**src/rtl/spi_fe_pkg.sv**
```systemverilog
package spi_fe_pkg;
    localparam int BUS_W  = 32;
    localparam int ADDR_W = 8;
    localparam int LVL_W  = 8;

    localparam logic [ADDR_W-1:0] OFS_CTL0 = 8'h00;
    localparam logic [ADDR_W-1:0] OFS_CTL1 = 8'h04;
    localparam logic [ADDR_W-1:0] OFS_STAT = 8'h08;
    localparam logic [ADDR_W-1:0] OFS_PEEK = 8'h0C;
    localparam logic [ADDR_W-1:0] OFS_DATA = 8'h20;
    localparam logic [ADDR_W-1:0] OFS_HOLD = 8'h30;

    localparam int C0_FLUSH_BIT = 9;
    localparam int C1_TXE_IE    = 7;
    localparam int C1_IDLE_IE   = 6;

    localparam int ST_TX_FULL  = 10;
    localparam int ST_TX_EMPTY = 9;
    localparam int ST_RX_FULL  = 8;
    localparam int ST_RX_EMPTY = 7;
    localparam int ST_BUSY     = 6;

    typedef struct packed {
        logic [BUS_W-1:0] ctl0;
        logic [BUS_W-1:0] ctl1;
        logic [BUS_W-1:0] rdata;
    } fe_regs_t;
endpackage

```
**src/rtl/spi_fe_fifo.sv**
```systemverilog
module spi_fe_fifo #(
    parameter int W     = 33,
    parameter int DEPTH = 4,
    localparam int AW   = $clog2(DEPTH),
    localparam int LW   = AW + 1
) (
    input  logic          clk,
    input  logic          rst_n,
    input  logic          flush,
    input  logic          push,
    input  logic [W-1:0]  din,
    input  logic          pop,
    output logic [W-1:0]  dout,
    output logic [LW-1:0] level,
    output logic          full,
    output logic          empty
);
    typedef struct packed {
        logic [DEPTH-1:0][W-1:0] mem;
        logic [LW-1:0]           wptr;
        logic [LW-1:0]           rptr;
    } fifo_st_t;

    fifo_st_t st_d, st_q;

    assign level = st_q.wptr - st_q.rptr;
    assign full  = (level == LW'(DEPTH));
    assign empty = (level == '0);
    assign dout  = st_q.mem[st_q.rptr[AW-1:0]];

    always_comb begin
        st_d = st_q;
        if (flush) begin
            st_d.wptr = '0;
            st_d.rptr = '0;
        end else begin
            if (push && !full) begin
                st_d.mem[st_q.wptr[AW-1:0]] = din;
                st_d.wptr = st_q.wptr + 1'b1;
            end
            if (pop && !empty) begin
                st_d.rptr = st_q.rptr + 1'b1;
            end
        end
    end

    always_ff @(posedge clk or negedge rst_n) begin
        if (!rst_n) st_q <= '0;
        else        st_q <= st_d;
    end

    // a push into a full queue leaves it full
    assert_full_push_dropped_R5_R8: assert property (@(posedge clk) disable iff (!rst_n)
        (full && push && !pop && !flush) |=> full);
    // the level never goes past the depth
    assert_no_overflow_R8: assert property (@(posedge clk) disable iff (!rst_n)
        level <= LW'(DEPTH));
    // popping an empty queue keeps it empty
    assert_empty_pop_R7: assert property (@(posedge clk) disable iff (!rst_n)
        (empty && pop && !push && !flush) |=> empty);
    // a push and a pop in one cycle keep the level
    assert_same_cycle_R11: assert property (@(posedge clk) disable iff (!rst_n)
        (push && pop && !full && !empty && !flush) |=> $stable(level));
endmodule

```
**src/rtl/spi_fe_stat.sv**
```systemverilog
module spi_fe_stat
    import spi_fe_pkg::*;
#(
    parameter int TX_LW = 3,
    parameter int RX_LW = 3
) (
    input  logic [TX_LW-1:0] tx_level,
    input  logic             tx_full,
    input  logic             tx_empty,
    input  logic [RX_LW-1:0] rx_level,
    input  logic             rx_full,
    input  logic             rx_empty,
    input  logic             busy,
    input  logic [BUS_W-1:0] ctl1,
    output logic [BUS_W-1:0] status,
    output logic             irq
);
    always_comb begin
        status                 = '0;
        status[31:24]          = LVL_W'(tx_level);
        status[23:16]          = LVL_W'(rx_level);
        status[ST_TX_FULL]     = tx_full;
        status[ST_TX_EMPTY]    = tx_empty;
        status[ST_RX_FULL]     = rx_full;
        status[ST_RX_EMPTY]    = rx_empty;
        status[ST_BUSY]        = busy;
    end

    assign irq = (ctl1[C1_TXE_IE] & tx_empty) |
                 (ctl1[C1_IDLE_IE] & ~busy & tx_empty);
endmodule

```
**src/rtl/spi_regfront.sv**
```systemverilog
module spi_regfront
    import spi_fe_pkg::*;
#(
    parameter int TX_DEPTH = 4,
    parameter int RX_DEPTH = 4
) (
    input  logic              clk,
    input  logic              rst_n,
    input  logic              bus_sel,
    input  logic              bus_wr,
    input  logic [ADDR_W-1:0] bus_addr,
    input  logic [BUS_W-1:0]  bus_wdata,
    output logic [BUS_W-1:0]  bus_rdata,
    output logic              tx_valid,
    input  logic              tx_ready,
    output logic [BUS_W-1:0]  tx_data,
    output logic              tx_keep_cs,
    input  logic              rx_valid,
    input  logic [BUS_W-1:0]  rx_data,
    output logic              rx_ready,
    input  logic              eng_busy,
    output logic [BUS_W-1:0]  ctl0_o,
    output logic [BUS_W-1:0]  ctl1_o,
    output logic              irq
);
    localparam int TX_LW = $clog2(TX_DEPTH) + 1;
    localparam int RX_LW = $clog2(RX_DEPTH) + 1;
    localparam int TX_W  = BUS_W + 1;

    fe_regs_t regs_d, regs_q;

    logic             flush;
    logic             tx_push, tx_pop, tx_tag;
    logic [TX_W-1:0]  tx_head;
    logic [TX_LW-1:0] tx_level;
    logic             tx_full, tx_empty;
    logic             rx_pop;
    logic [BUS_W-1:0] rx_head;
    logic [RX_LW-1:0] rx_level;
    logic             rx_full, rx_empty;
    logic [BUS_W-1:0] status;

    wire bus_wen = bus_sel & bus_wr;
    wire bus_ren = bus_sel & ~bus_wr;

    always_comb begin
        regs_d  = regs_q;
        flush   = 1'b0;
        tx_push = 1'b0;
        tx_tag  = 1'b0;
        rx_pop  = 1'b0;
        if (bus_wen) begin
            unique case (bus_addr)
                OFS_CTL0: begin
                    regs_d.ctl0               = bus_wdata;
                    regs_d.ctl0[C0_FLUSH_BIT] = 1'b0;
                    flush                     = bus_wdata[C0_FLUSH_BIT];
                end
                OFS_CTL1: regs_d.ctl1 = bus_wdata;
                OFS_DATA: tx_push = 1'b1;
                OFS_HOLD: begin
                    tx_push = 1'b1;
                    tx_tag  = 1'b1;
                end
                default: ;
            endcase
        end
        if (bus_ren) begin
            unique case (bus_addr)
                OFS_CTL0: regs_d.rdata = regs_q.ctl0;
                OFS_CTL1: regs_d.rdata = regs_q.ctl1;
                OFS_STAT: regs_d.rdata = status;
                OFS_PEEK: regs_d.rdata = rx_empty ? '0 : rx_head;
                OFS_DATA: begin
                    regs_d.rdata = rx_empty ? '0 : rx_head;
                    rx_pop       = ~rx_empty;
                end
                default:  regs_d.rdata = '0;
            endcase
        end
    end

    always_ff @(posedge clk or negedge rst_n) begin
        if (!rst_n) regs_q <= '0;
        else        regs_q <= regs_d;
    end

    assign tx_pop = tx_valid & tx_ready;

    spi_fe_fifo #(.W(TX_W), .DEPTH(TX_DEPTH)) i_tx_fifo (
        .clk   (clk),
        .rst_n (rst_n),
        .flush (flush),
        .push  (tx_push),
        .din   ({tx_tag, bus_wdata}),
        .pop   (tx_pop),
        .dout  (tx_head),
        .level (tx_level),
        .full  (tx_full),
        .empty (tx_empty)
    );

    spi_fe_fifo #(.W(BUS_W), .DEPTH(RX_DEPTH)) i_rx_fifo (
        .clk   (clk),
        .rst_n (rst_n),
        .flush (flush),
        .push  (rx_valid),
        .din   (rx_data),
        .pop   (rx_pop),
        .dout  (rx_head),
        .level (rx_level),
        .full  (rx_full),
        .empty (rx_empty)
    );

    spi_fe_stat #(.TX_LW(TX_LW), .RX_LW(RX_LW)) i_stat (
        .tx_level (tx_level),
        .tx_full  (tx_full),
        .tx_empty (tx_empty),
        .rx_level (rx_level),
        .rx_full  (rx_full),
        .rx_empty (rx_empty),
        .busy     (eng_busy),
        .ctl1     (regs_q.ctl1),
        .status   (status),
        .irq      (irq)
    );

    assign bus_rdata  = regs_q.rdata;
    assign tx_valid   = ~tx_empty;
    assign tx_data    = tx_head[BUS_W-1:0];
    assign tx_keep_cs = tx_head[BUS_W];
    assign rx_ready   = ~rx_full;
    assign ctl0_o     = regs_q.ctl0;
    assign ctl1_o     = regs_q.ctl1;

    // the interrupt only rises with an empty transmit queue
    assert_irq_needs_empty_R10: assert property (@(posedge clk) disable iff (!rst_n)
        irq |-> !tx_valid);
    // a flush write leaves both queues empty
    assert_flush_empties_R3: assert property (@(posedge clk) disable iff (!rst_n)
        (bus_wen && bus_addr == OFS_CTL0 && bus_wdata[C0_FLUSH_BIT]) |=> (!tx_valid && rx_ready));
    // the flush bit never sticks
    assert_flush_not_kept_R2: assert property (@(posedge clk) disable iff (!rst_n)
        !ctl0_o[C0_FLUSH_BIT]);
    // a data-port read of an empty receive queue returns zero
    assert_empty_read_zero_R7: assert property (@(posedge clk) disable iff (!rst_n)
        (bus_ren && bus_addr == OFS_DATA && rx_empty) |=> (bus_rdata == '0));
endmodule

```
**config.mk**
```make
export PLATFORM = sky130hd
export DESIGN_NAME = spi_regfront
export DESIGN_NICKNAME = d
export VERILOG_FILES = /design/src/rtl/spi_fe_pkg.sv /design/src/rtl/spi_fe_fifo.sv /design/src/rtl/spi_fe_stat.sv /design/src/rtl/spi_regfront.sv
export SDC_FILE = /design/constraint.sdc
export NUM_CORES = 1
export LEC_CHECK = 0
export BUFFER_PORTS_ARGS = -buffer_cell sky130_fd_sc_hd__buf_2
export CAP_MARGIN = 20
export CORE_ASPECT_RATIO = 1.75
export CORE_MARGIN = 1.5
export CORE_UTILIZATION = 24
export DETAILED_ROUTE_END_ITERATION = 12
export PLACE_DENSITY = 0.39
export SYNTH_ARGS = -nofsm -noshare
export SYNTH_HDL_FRONTEND = slang
export SYNTH_SLANG_ARGS = --single-unit
```
**constraint.sdc**
```tcl
create_clock -name clk -period 8.1 [get_ports clk]
set_clock_uncertainty 0.2 [all_clocks]
set_input_delay 1.62 -clock clk [delete_from_list [all_inputs] [get_ports clk]]
set_output_delay 1.62 -clock clk [all_outputs]
set_load 0.02 [all_outputs]
```
### Word level (Yosys, flattened, before mapping)

Cells that the tools add are included.

* bits in registers: 367
* bits in latches: 0
* memory bits (writable): 0
* memory bits (read-only): 0
* input bits: 79
* output and inout port bits: 132
* logic and storage cells: 96
* memories kept: 0

* add/subtract/negate cells: 6
* multiply operators: 0
* div/mod/pow operators: 0
* order comparisons: 6
* equal/unequal tests: 7
* shifts and indexed selects: 0
* multiplexer cells: 26
* bitwise logic cells: 13
* reductions and logical operators: 23

Operators by type and width (count)
* $bwmux 132: 1
* $bwmux 128: 1
* $pmux 32 s4: 1
* $mux 32: 3
* $bmux 33 s2: 1
* $demux 33 s2: 1
* $mux 33: 2
* $bmux 32 s2: 1
* $demux 32 s2: 1
* $eq 8x4->1 const B: 2
* $eq 8x6->1 const B: 2
* $add 3x1->3 const B: 4
* $lt 2x3->1 const B: 4
* $mux 3: 4
* $mux 6: 2
* $eq 8x3->1 const B: 1
* $logic_not 8->1: 1
* $mux 1: 8
* $reduce_and 2->1: 4
* $reduce_bool 2->1: 4
* $and 1x1->1: 6
* $eq 3x3->1 const B: 2
* $logic_and 1x1->1: 6
* $logic_not 3->1: 2
* 6 further kinds: 17

### Logic depth before layout (Yosys ltp)

Gate-level depths: netlist (run 1).

* word-level depth: 8
* gate-level depth with buffers: 9
* gate-level depth less buffers: 8

### Cells and area by module

Synthesis (run 1) repeated with hierarchy kept, for this count alone.

* cells, all modules: 1148
* area total of the unflattened synthesis: 17265.3 sq um

Modules (own cells, without submodules)
* spi_fe_fifo at i_tx_fifo: instances 1, cells each 373, area an instance 6423.7 sq um, seq. area each 3453.3 sq um
* spi_fe_fifo at i_rx_fifo: instances 1, cells each 364, area an instance 6115.9 sq um, seq. area each 3353.2 sq um
* spi_regfront: instances 1, cells each 376, area an instance 4460.5 sq um, seq. area each 2377.3 sq um
* spi_fe_stat: instances 1, cells each 35, area an instance 265.3 sq um, seq. area each 0.0 sq um

### Least setup slack after synthesis (run 1)

OpenSTA, ideal clock, no wires.

* kind: register -> output
* start: register i_tx_fifo.st_q[3] in the netlist's numbering
* end: output port irq
* arrival time: 2102 ps
* required time: 6280 ps
* setup slack: 4178 ps
* cell stages (with the launch flop): 8
* buffers on the path: 1
* cell sequence: dfrtp_1 > inv_1 > ha_1 > fa_1 > xor3_1 > or2_2 > clkbuf_1 > nor2_1

* word-level cells in the longest chain between the ends: 4
* elaborated cells between the ends (all ways): 5
* those cells by class: 1 x add/sub; 3 x bitwise; 1 x reduce/logical

Ends and longest elaborated chain
* from (decl): line spi_fe_fifo.sv:24 `fifo_st_t st_d, st_q;`
* from (signal assigned): line spi_fe_fifo.sv:49 `else st_q <= st_d;`
* $sub 3x3->3 *: line spi_fe_fifo.sv:26 `assign level = st_q.wptr - st_q.rptr;`
* $logic_not 3->1 *: line spi_fe_fifo.sv:28 `assign empty = (level == '0);`
* $and 1x1->1, on equally long branches: line spi_fe_stat.sv:29, spi_fe_stat.sv:30
* $or 1x1->1 *: line spi_fe_stat.sv:29 `assign irq = (ctl1[C1_TXE_IE] & tx_empty) |`
* to (decl): line spi_regfront.sv:24 `output logic irq`

Every way passes the cells marked *; elsewhere a longest branch is shown, timed or not.

### Worst setup path after layout (run 1)

* start: register i_rx_fifo.st_q[0] in the netlist's numbering
* end: output port rx_ready

* word-level cells in the longest chain between the ends: 3

Ends and longest elaborated chain
* from (decl): line spi_fe_fifo.sv:24
* from (signal assigned): line spi_fe_fifo.sv:49
* $sub 3x3->3: line spi_fe_fifo.sv:26
* $eq 3x3->1: line spi_fe_fifo.sv:27 `assign full = (level == LW'(DEPTH));`
* $not 1->1: line spi_regfront.sv:133 `assign rx_ready = ~rx_full;`
* to (decl): line spi_regfront.sv:20 `output logic rx_ready,`

No other way between the ends.

==> flow_metrics.env, run 1 <==
export IMPL_cp_startpoint="i_rx_fifo.st_q[0]"
export IMPL_ys_seq_area_share_pct=57.31
export IMPL_yosys_area_top_type="dfrtp_1"
export IMPL_crit_path_end="rx_ready"
export IMPL_cp_num_cells=6
export IMPL_ys_flop_type="dfrtp_1"
export IMPL_grtUsageMet3_pct=2.623
export IMPL_coreArea_sq_mm=0.06616
export IMPL_vias=9889
export IMPL_critPathCaptureType="output pin"
export IMPL_timing_fmax_ghz=0.2078
export IMPL_top_usage_layer="met2"
export IMPL_clock_sinks=367
export IMPL_cts_buffers=38
export IMPL_cts_setup_buffers=0
export IMPL_crit_buf_inv=2
export IMPL_critical_path_max_fanout=35
export IMPL_use_met1_pct=18.69
export IMPL_min_path_type="register to register"
export IMPL_clock_latency_ns=0.55
export IMPL_drt_initial_drc_count=510
export IMPL_dp_hpwl_microns=33510
export IMPL_irDropWorstVdd_uv=133.2
export IMPL_port_buffers=209
export IMPL_status="completed"
export IMPL_clockBufferDepth=3
export IMPL_regToRegEndpoint="i_rx_fifo.st_q[21]"
export IMPL_grt_pass1_wl_microns=72080
export IMPL_cts_tree="built"
export IMPL_drt_wirelength_per_cell_microns=22.43
export IMPL_detail_route_antenna_nets=0
export IMPL_crit_type="register to output pin"
export IMPL_clockRootBuffer="clkbuf_16"
export IMPL_ff2ff_setup_slack_ns=4.11
export IMPL_area_delta_synth_final_pct=21.26
export IMPL_synth_area_sq_mm=0.01603
export IMPL_drt_total_wl_microns=48870
export IMPL_synth_edf_count=0
export IMPL_die_width_microns=198.3
export IMPL_reg2reg_depth=9
export IMPL_grt_setup_unrepaired="no"
export IMPL_overflow=0
export IMPL_clk_pin_slew_ns=0.07
export IMPL_fin_crit_sh_pct=59.40
export IMPL_max_stage_delay_ns=0.58
export IMPL_setup_tns_ns=0
export IMPL_netlist_instances=1053
export IMPL_slew_headroom_pct=35.36
export IMPL_dr_pass1_iters=7
export IMPL_num_nets_final=1350
export IMPL_synth_area_top_cells="dfrtp_1 (57%), mux2_2 (22%), mux4_2 (9.1%)"
export IMPL_grt_use_total_pct=14.39
export IMPL_drv_cap=0
export IMPL_synth_top_area_share_pct=57.31
export IMPL_syn_avg_cell_area_sq_um=15.22
export IMPL_place_congestion=0.7508
export IMPL_drc=0
export IMPL_cp_cell_sequence="buf_4 > ha_1 > fa_1 > xor3_1 > nand3_1 > buf_2"
export IMPL_initial_core_util_pct=24.22
export IMPL_dieArea_sq_mm=0.06839
export IMPL_mappedNetlistNets=1146
export IMPL_synth_seq_cells=367
export IMPL_cpMaxStageDelayCell="xor3_1"
export IMPL_grt_max_degree=152
export IMPL_required_ns=6.28
export IMPL_rr_startpoint="i_rx_fifo.st_q[0]"
export IMPL_drv_slew=0
export IMPL_power_density_mw_per_mm2=281.6
export IMPL_cp_top_family="adder cells"
export IMPL_htreeDepth=2
export IMPL_start_kind="register"
export IMPL_grt_pass1_vias=10520
export IMPL_post_cts_resized=0
export IMPL_ys_types=45
export IMPL_async_reset_ff_share_pct=100.0
export IMPL_use_met2_pct=23.93
export IMPL_whs_ns=0.2749
export IMPL_tightest_slew_ns=0.9697
export IMPL_placementRows=125
export IMPL_hold_viol=0
export IMPL_vias_per_cell=4.538
export IMPL_setup_violations=0
export IMPL_dieHeight_microns=344.8
export IMPL_postCtsHoldBufs=0
export IMPL_io_pins=211
export IMPL_power_leakage_nw=9.102
export IMPL_yosysWarnings=0
export IMPL_antenna_found_initial=9
export IMPL_drive_above_1_share_pct=54.20
export IMPL_min_period_ns=4.811
export IMPL_crit_arrival_ns=2.99
[where the power goes]
group          internal, mW  switching [mW]
clock                  1.10           0.773
sequential             2.21           0.182
combinational         0.630           0.580
[worst reg2reg max path: cells and delay by family (launching register included)]
| family | cells | cell delay, ns |
|---|---|---|
| flops | 1 | 0.34 |
| buf+inv | 2 | 0.96 |
| simple gates | 2 | 0.66 |
| compound gates | 1 | 0.33 |
| mux | 1 | 0.36 |
| xor+xnor | 1 | 0.54 |
| fa+ha+maj | 2 | 0.46 |
[cells by family after synthesis]
| kind of cell | Yosys count | share of synthesized area, % |
|---|---|---|
| mux | 382 | 31.40 |
| flops | 367 | 57.31 |
| simple gates | 119 | 3.303 |
| compound gates | 86 | 3.826 |
| buf+inv | 75 | 2.272 |
| fa+ha+maj | 14 | 1.187 |
| xor+xnor | 9 | 0.6793 |
| other cells | 1 | 0.02340 |
[stage by stage]
stage	util (%)	area [sq um]	cells	setup slack (ns)	power [mW]
final	29.37	19430	2179	3.289	5.472
after global routing	29.36	19420	2176	3.111	5.777
after CTS	29.36	19420	2175	3.171	5.597
after detailed placement	27.36	18100	2106	3.269	3.674
after global placement	27.36	18100	2106	3.289	3.640
after floorplan	-	16030	1053	4.178	3.250
[sequential cells by signal, summed over array words and instances, names as in the netlist]
| register | cells |
|---|---|
| bus_rdata | 32 |
| i_rx_fifo.st_q | 134 |
| ctl0_o | 31 |
| ctl1_o | 32 |
| i_tx_fifo.st_q | 138 |
[per-layer routing]
layer  up-vias  wire length [microns]
met1      5258                  21200
met3        75                   2348
met2       222                  23770
met5         -                     64
met4        10                   1494
li1       4324                      -
[layout make-up]
| cell class | count | area (sq um) |
|---|---|---|
| multi-input combinational | 611 | 6530 |
| tap | 889 | 1112 |
| sequential | 367 | 9189 |
| timing repair buffer | 230 | 1239 |
| clock buffer | 54 | 1121 |
| antenna | 4 | 10.01 |
| fill | 6698 | 46720 |
| clock inverter | 15 | 197.7 |
| inverter | 9 | 33.78 |
[worst min-delay path by stage]
| stage | cells after the start | to | start | slack [ns] |
|---|---|---|---|---|
| 2_1_floorplan | 2 | i_tx_fifo.st_q[104] | i_tx_fifo.st_q[104] | 0.24 |
| 3_3_place_gp | 2 | i_tx_fifo.st_q[71] | i_tx_fifo.st_q[71] | 0.26 |
| 3_5_place_dp | 2 | i_tx_fifo.st_q[15] | i_tx_fifo.st_q[15] | 0.27 |
| 4_1_cts | 2 | i_tx_fifo.st_q[15] | i_tx_fifo.st_q[15] | 0.28 |
| 5_1_grt | 2 | i_tx_fifo.st_q[71] | i_tx_fifo.st_q[71] | 0.31 |
| 6_report | 2 | i_tx_fifo.st_q[15] | i_tx_fifo.st_q[15] | 0.27 |
[cells in the mapped netlist, types with 7 or more instances]
master and number:
dfrtp_1 367, nand2_1 54, buf_1 10, mux4_2 65
buf_2 15, inv_1 9, o21ai_0 29, buf_6 7
a222oi_1 21, mux2_2 316, clkbuf_1 31, nor2_1 32
nand3_1 8, ha_1 12, a21oi_1 14
[layout by cell type (no fill, tap or decap), types with 3 or more instances in the layout]
cell and count:
xnor2_1 3, a31oi_1 5, buf_4 19, inv_1 9, nor4_1 4, clkbuf_16 38
clkbuf_1 5, nand3_1 6, dfrtp_2 4, bufinv_16 4, a222oi_1 21, o21ai_1 4
mux2_2 316, buf_2 208, clkbuf_8 11, nor2_1 30, xor2_1 4, a21oi_1 14
a221o_1 4, clkinv_2 7, diode_2 4, ha_1 12, dfrtp_1 363, nand2_1 50
o21ai_0 29, mux4_2 65, a221oi_1 3, nand2_2 7, or4_1 3
No activity file was read; power rests on OpenSTA's default activity.
==> inputs of run 2 (changes only) <==
Settings changed: PLACE_DENSITY 0.39 to 0.4.
Clock period 8.1 ns to 4.06 ns, I/O delays scaled along.
==> run 2 against run 1 <==
First-iteration DRC count fell by 3.1%. Power rose by 100%. Sequential power rose by 100%. Flip-flop and latch count is the same. Final area is 1.2% higher. Critical path depth rose by 1. Routed wire length up 1.3%. Via count is 0.17% higher. Global-route usage is 0.38 points higher. Combinational power up 110%. Worst setup slack got worse by 2.9 ns. Core utilization grew 0.34 points. Critical path type unchanged. Largest power group unchanged.
==> flow_metrics.env, run 2 (synthesis results as in run 1) <==
export IMPL_status="completed"
export IMPL_crit_type="register to output pin"
export IMPL_crit_buf_inv=2
export IMPL_timing_fmax_ghz=0.2696
export IMPL_postCtsHoldBufs=0
export IMPL_regToRegEndpoint="i_tx_fifo.st_q[59]"
export IMPL_num_nets_final=1369
export IMPL_drv_cap=0
export IMPL_reg2reg_depth=8
export IMPL_crit_arrival_ns=2.70
export IMPL_regMostFlops="i_tx_fifo.st_q"
export IMPL_drc=0
export IMPL_drt_wirelength_per_cell_microns=22.54
export IMPL_area_delta_synth_final_pct=22.66
export IMPL_die_width_microns=198.3
export IMPL_whs_ns=0.005278
export IMPL_irDropWorstVdd_uv=254.4
export IMPL_io_pins=211
export IMPL_placementRows=125
export IMPL_cpMaxStageDelayCell="or2_2"
export IMPL_cts_setup_buffers=0
export IMPL_grt_setup_unrepaired="no"
export IMPL_min_path_type="input port to asynchronous set/reset pin"
export IMPL_clock_latency_ns=0.55
export IMPL_setup_violations=0
export IMPL_start_kind="register"
export IMPL_vias=9906
export IMPL_seq_area_sq_mm=0.009189
export IMPL_critical_path_max_fanout=6
export IMPL_htreeDepth=2
export IMPL_instances_no_fill=2197
export IMPL_dieArea_sq_mm=0.06839
export IMPL_clockBufferDepth=3
export IMPL_largest_register_ffs=138
export IMPL_initial_core_util_pct=24.22
export IMPL_grt_max_degree=83
export IMPL_coreArea_sq_mm=0.06616
export IMPL_setup_tns_ns=0
export IMPL_ff2ff_setup_slack_ns=0.82
export IMPL_critPathCaptureType="output pin"
export IMPL_fin_crit_sh_pct=91.35
export IMPL_dieHeight_microns=344.8
export IMPL_rr_startpoint="i_tx_fifo.st_q[3]"
export IMPL_power_leakage_nw=9.234
export IMPL_multi_input_area_sq_mm=0.006524
export IMPL_total_power_mw=11.04
export IMPL_clk_pin_slew_ns=0.06
export IMPL_max_stage_delay_ns=0.46
export IMPL_tightest_slew_ns=0.8330
export IMPL_grt_use_total_pct=14.77
export IMPL_dr_pass1_iters=5
export IMPL_grt_pass1_vias=10640
export IMPL_grt_pass1_wl_microns=73830
export IMPL_required_ns=3.05
export IMPL_overflow=0
export IMPL_vias_per_cell=4.509
export IMPL_cts_tree="built"
export IMPL_fillers=6741
export IMPL_antenna_found_initial=11
export IMPL_slew_headroom_pct=44.47
export IMPL_clockRootBuffer="clkbuf_16"
export IMPL_dp_cells=2123
export IMPL_port_buffers=209
export IMPL_drt_initial_drc_count=494
export IMPL_cp_cell_sequence="inv_1 > ha_1 > fa_1 > xor3_1 > or2_2 > nor2_1 > buf_2"
export IMPL_min_period_ns=3.709
export IMPL_place_congestion=0.7447
export IMPL_post_cts_resized=0
export IMPL_final_common_cell="dfrtp_1"
export IMPL_hold_viol=0
export IMPL_drt_total_wl_microns=49520
export IMPL_drive_above_1_share_pct=54.82
export IMPL_layout_common_cells="dfrtp_1 (363), mux2_2 (316), buf_2 (208), mux4_2 (65), nand2_1 (50)"
export IMPL_drv_slew=0
export IMPL_detail_route_antenna_nets=0
export IMPL_dp_hpwl_microns=34580
export IMPL_reg_top3="i_tx_fifo.st_q (138), i_rx_fifo.st_q (134)"
export IMPL_cts_buffers=40
export IMPL_clock_sinks=367
export IMPL_power_density_mw_per_mm2=561.7
export IMPL_cp_top_family="simple AND/OR/NAND/NOR gates"
-- run 2: worst max-delay path by stage --
stage	slack (ns)	cells after the start	from	to
global placement	0.56	6	bus_addr[1]	i_tx_fifo.st_q[14]
finish	0.35	7	i_tx_fifo.st_q[3]	irq
CTS	0.29	7	i_tx_fifo.st_q[3]	irq
detailed placement	0.55	6	bus_addr[1]	i_tx_fifo.st_q[19]
floorplan	0.95	7	i_tx_fifo.st_q[3]	irq
global route	0.17	7	i_tx_fifo.st_q[3]	irq
-- run 2: cell type report --
class | instances | area share, %
repair buffers | 247 | 7.397
flip-flops and latches | 367 | 46.75
multi-input cells | 611 | 33.19
clock inverters | 23 | 1.229
inverters | 9 | 0.1719
well taps | 889 | 5.659
clock buffers | 49 | 5.582
diodes | 2 | 0.02546
-- run 2: routing by layer --
layer / vias to the layer above / share of wire [%] / track usage, %
met3: 76 / 4.3 / 2.438
met1: 5232 / 43 / 19.03
met5: - / 0.15 / 0
li1: 4371 / - / -
met4: 12 / 2.9 / 5.105
met2: 215 / 50 / 24.96
-- run 2: worst register-to-register path: cells and delay by family, from the launching register on --
| kind | cells | cell delay (ns) |
|---|---|---|
| and+or+nand+nor | 1 | 0.09 |
| buffers and inverters | 2 | 0.46 |
| xor gates and xnor gates | 1 | 0.30 |
| muxes | 1 | 0.38 |
| DFF | 1 | 0.40 |
| adders and majority gates | 2 | 0.58 |
| AOI/OAI and AO/OA | 1 | 0.72 |
-- run 2: through the flow --
stage,setup WS (ns),area [sq um],utilization (%)
finish,0.3512,19660,29.71
global route,0.1704,19660,29.71
CTS,0.2883,19650,29.70
detailed placement,0.5505,18310,27.68
global placement,0.5602,18310,27.68
floorplan,0.9456,16030,-
-- run 2: power by group --
group | total [mW] | internal, mW | switching, mW
registers | 4.77 | 4.41 | 0.365
logic | 2.49 | 1.31 | 1.19
clock network | 3.77 | 2.19 | 1.58
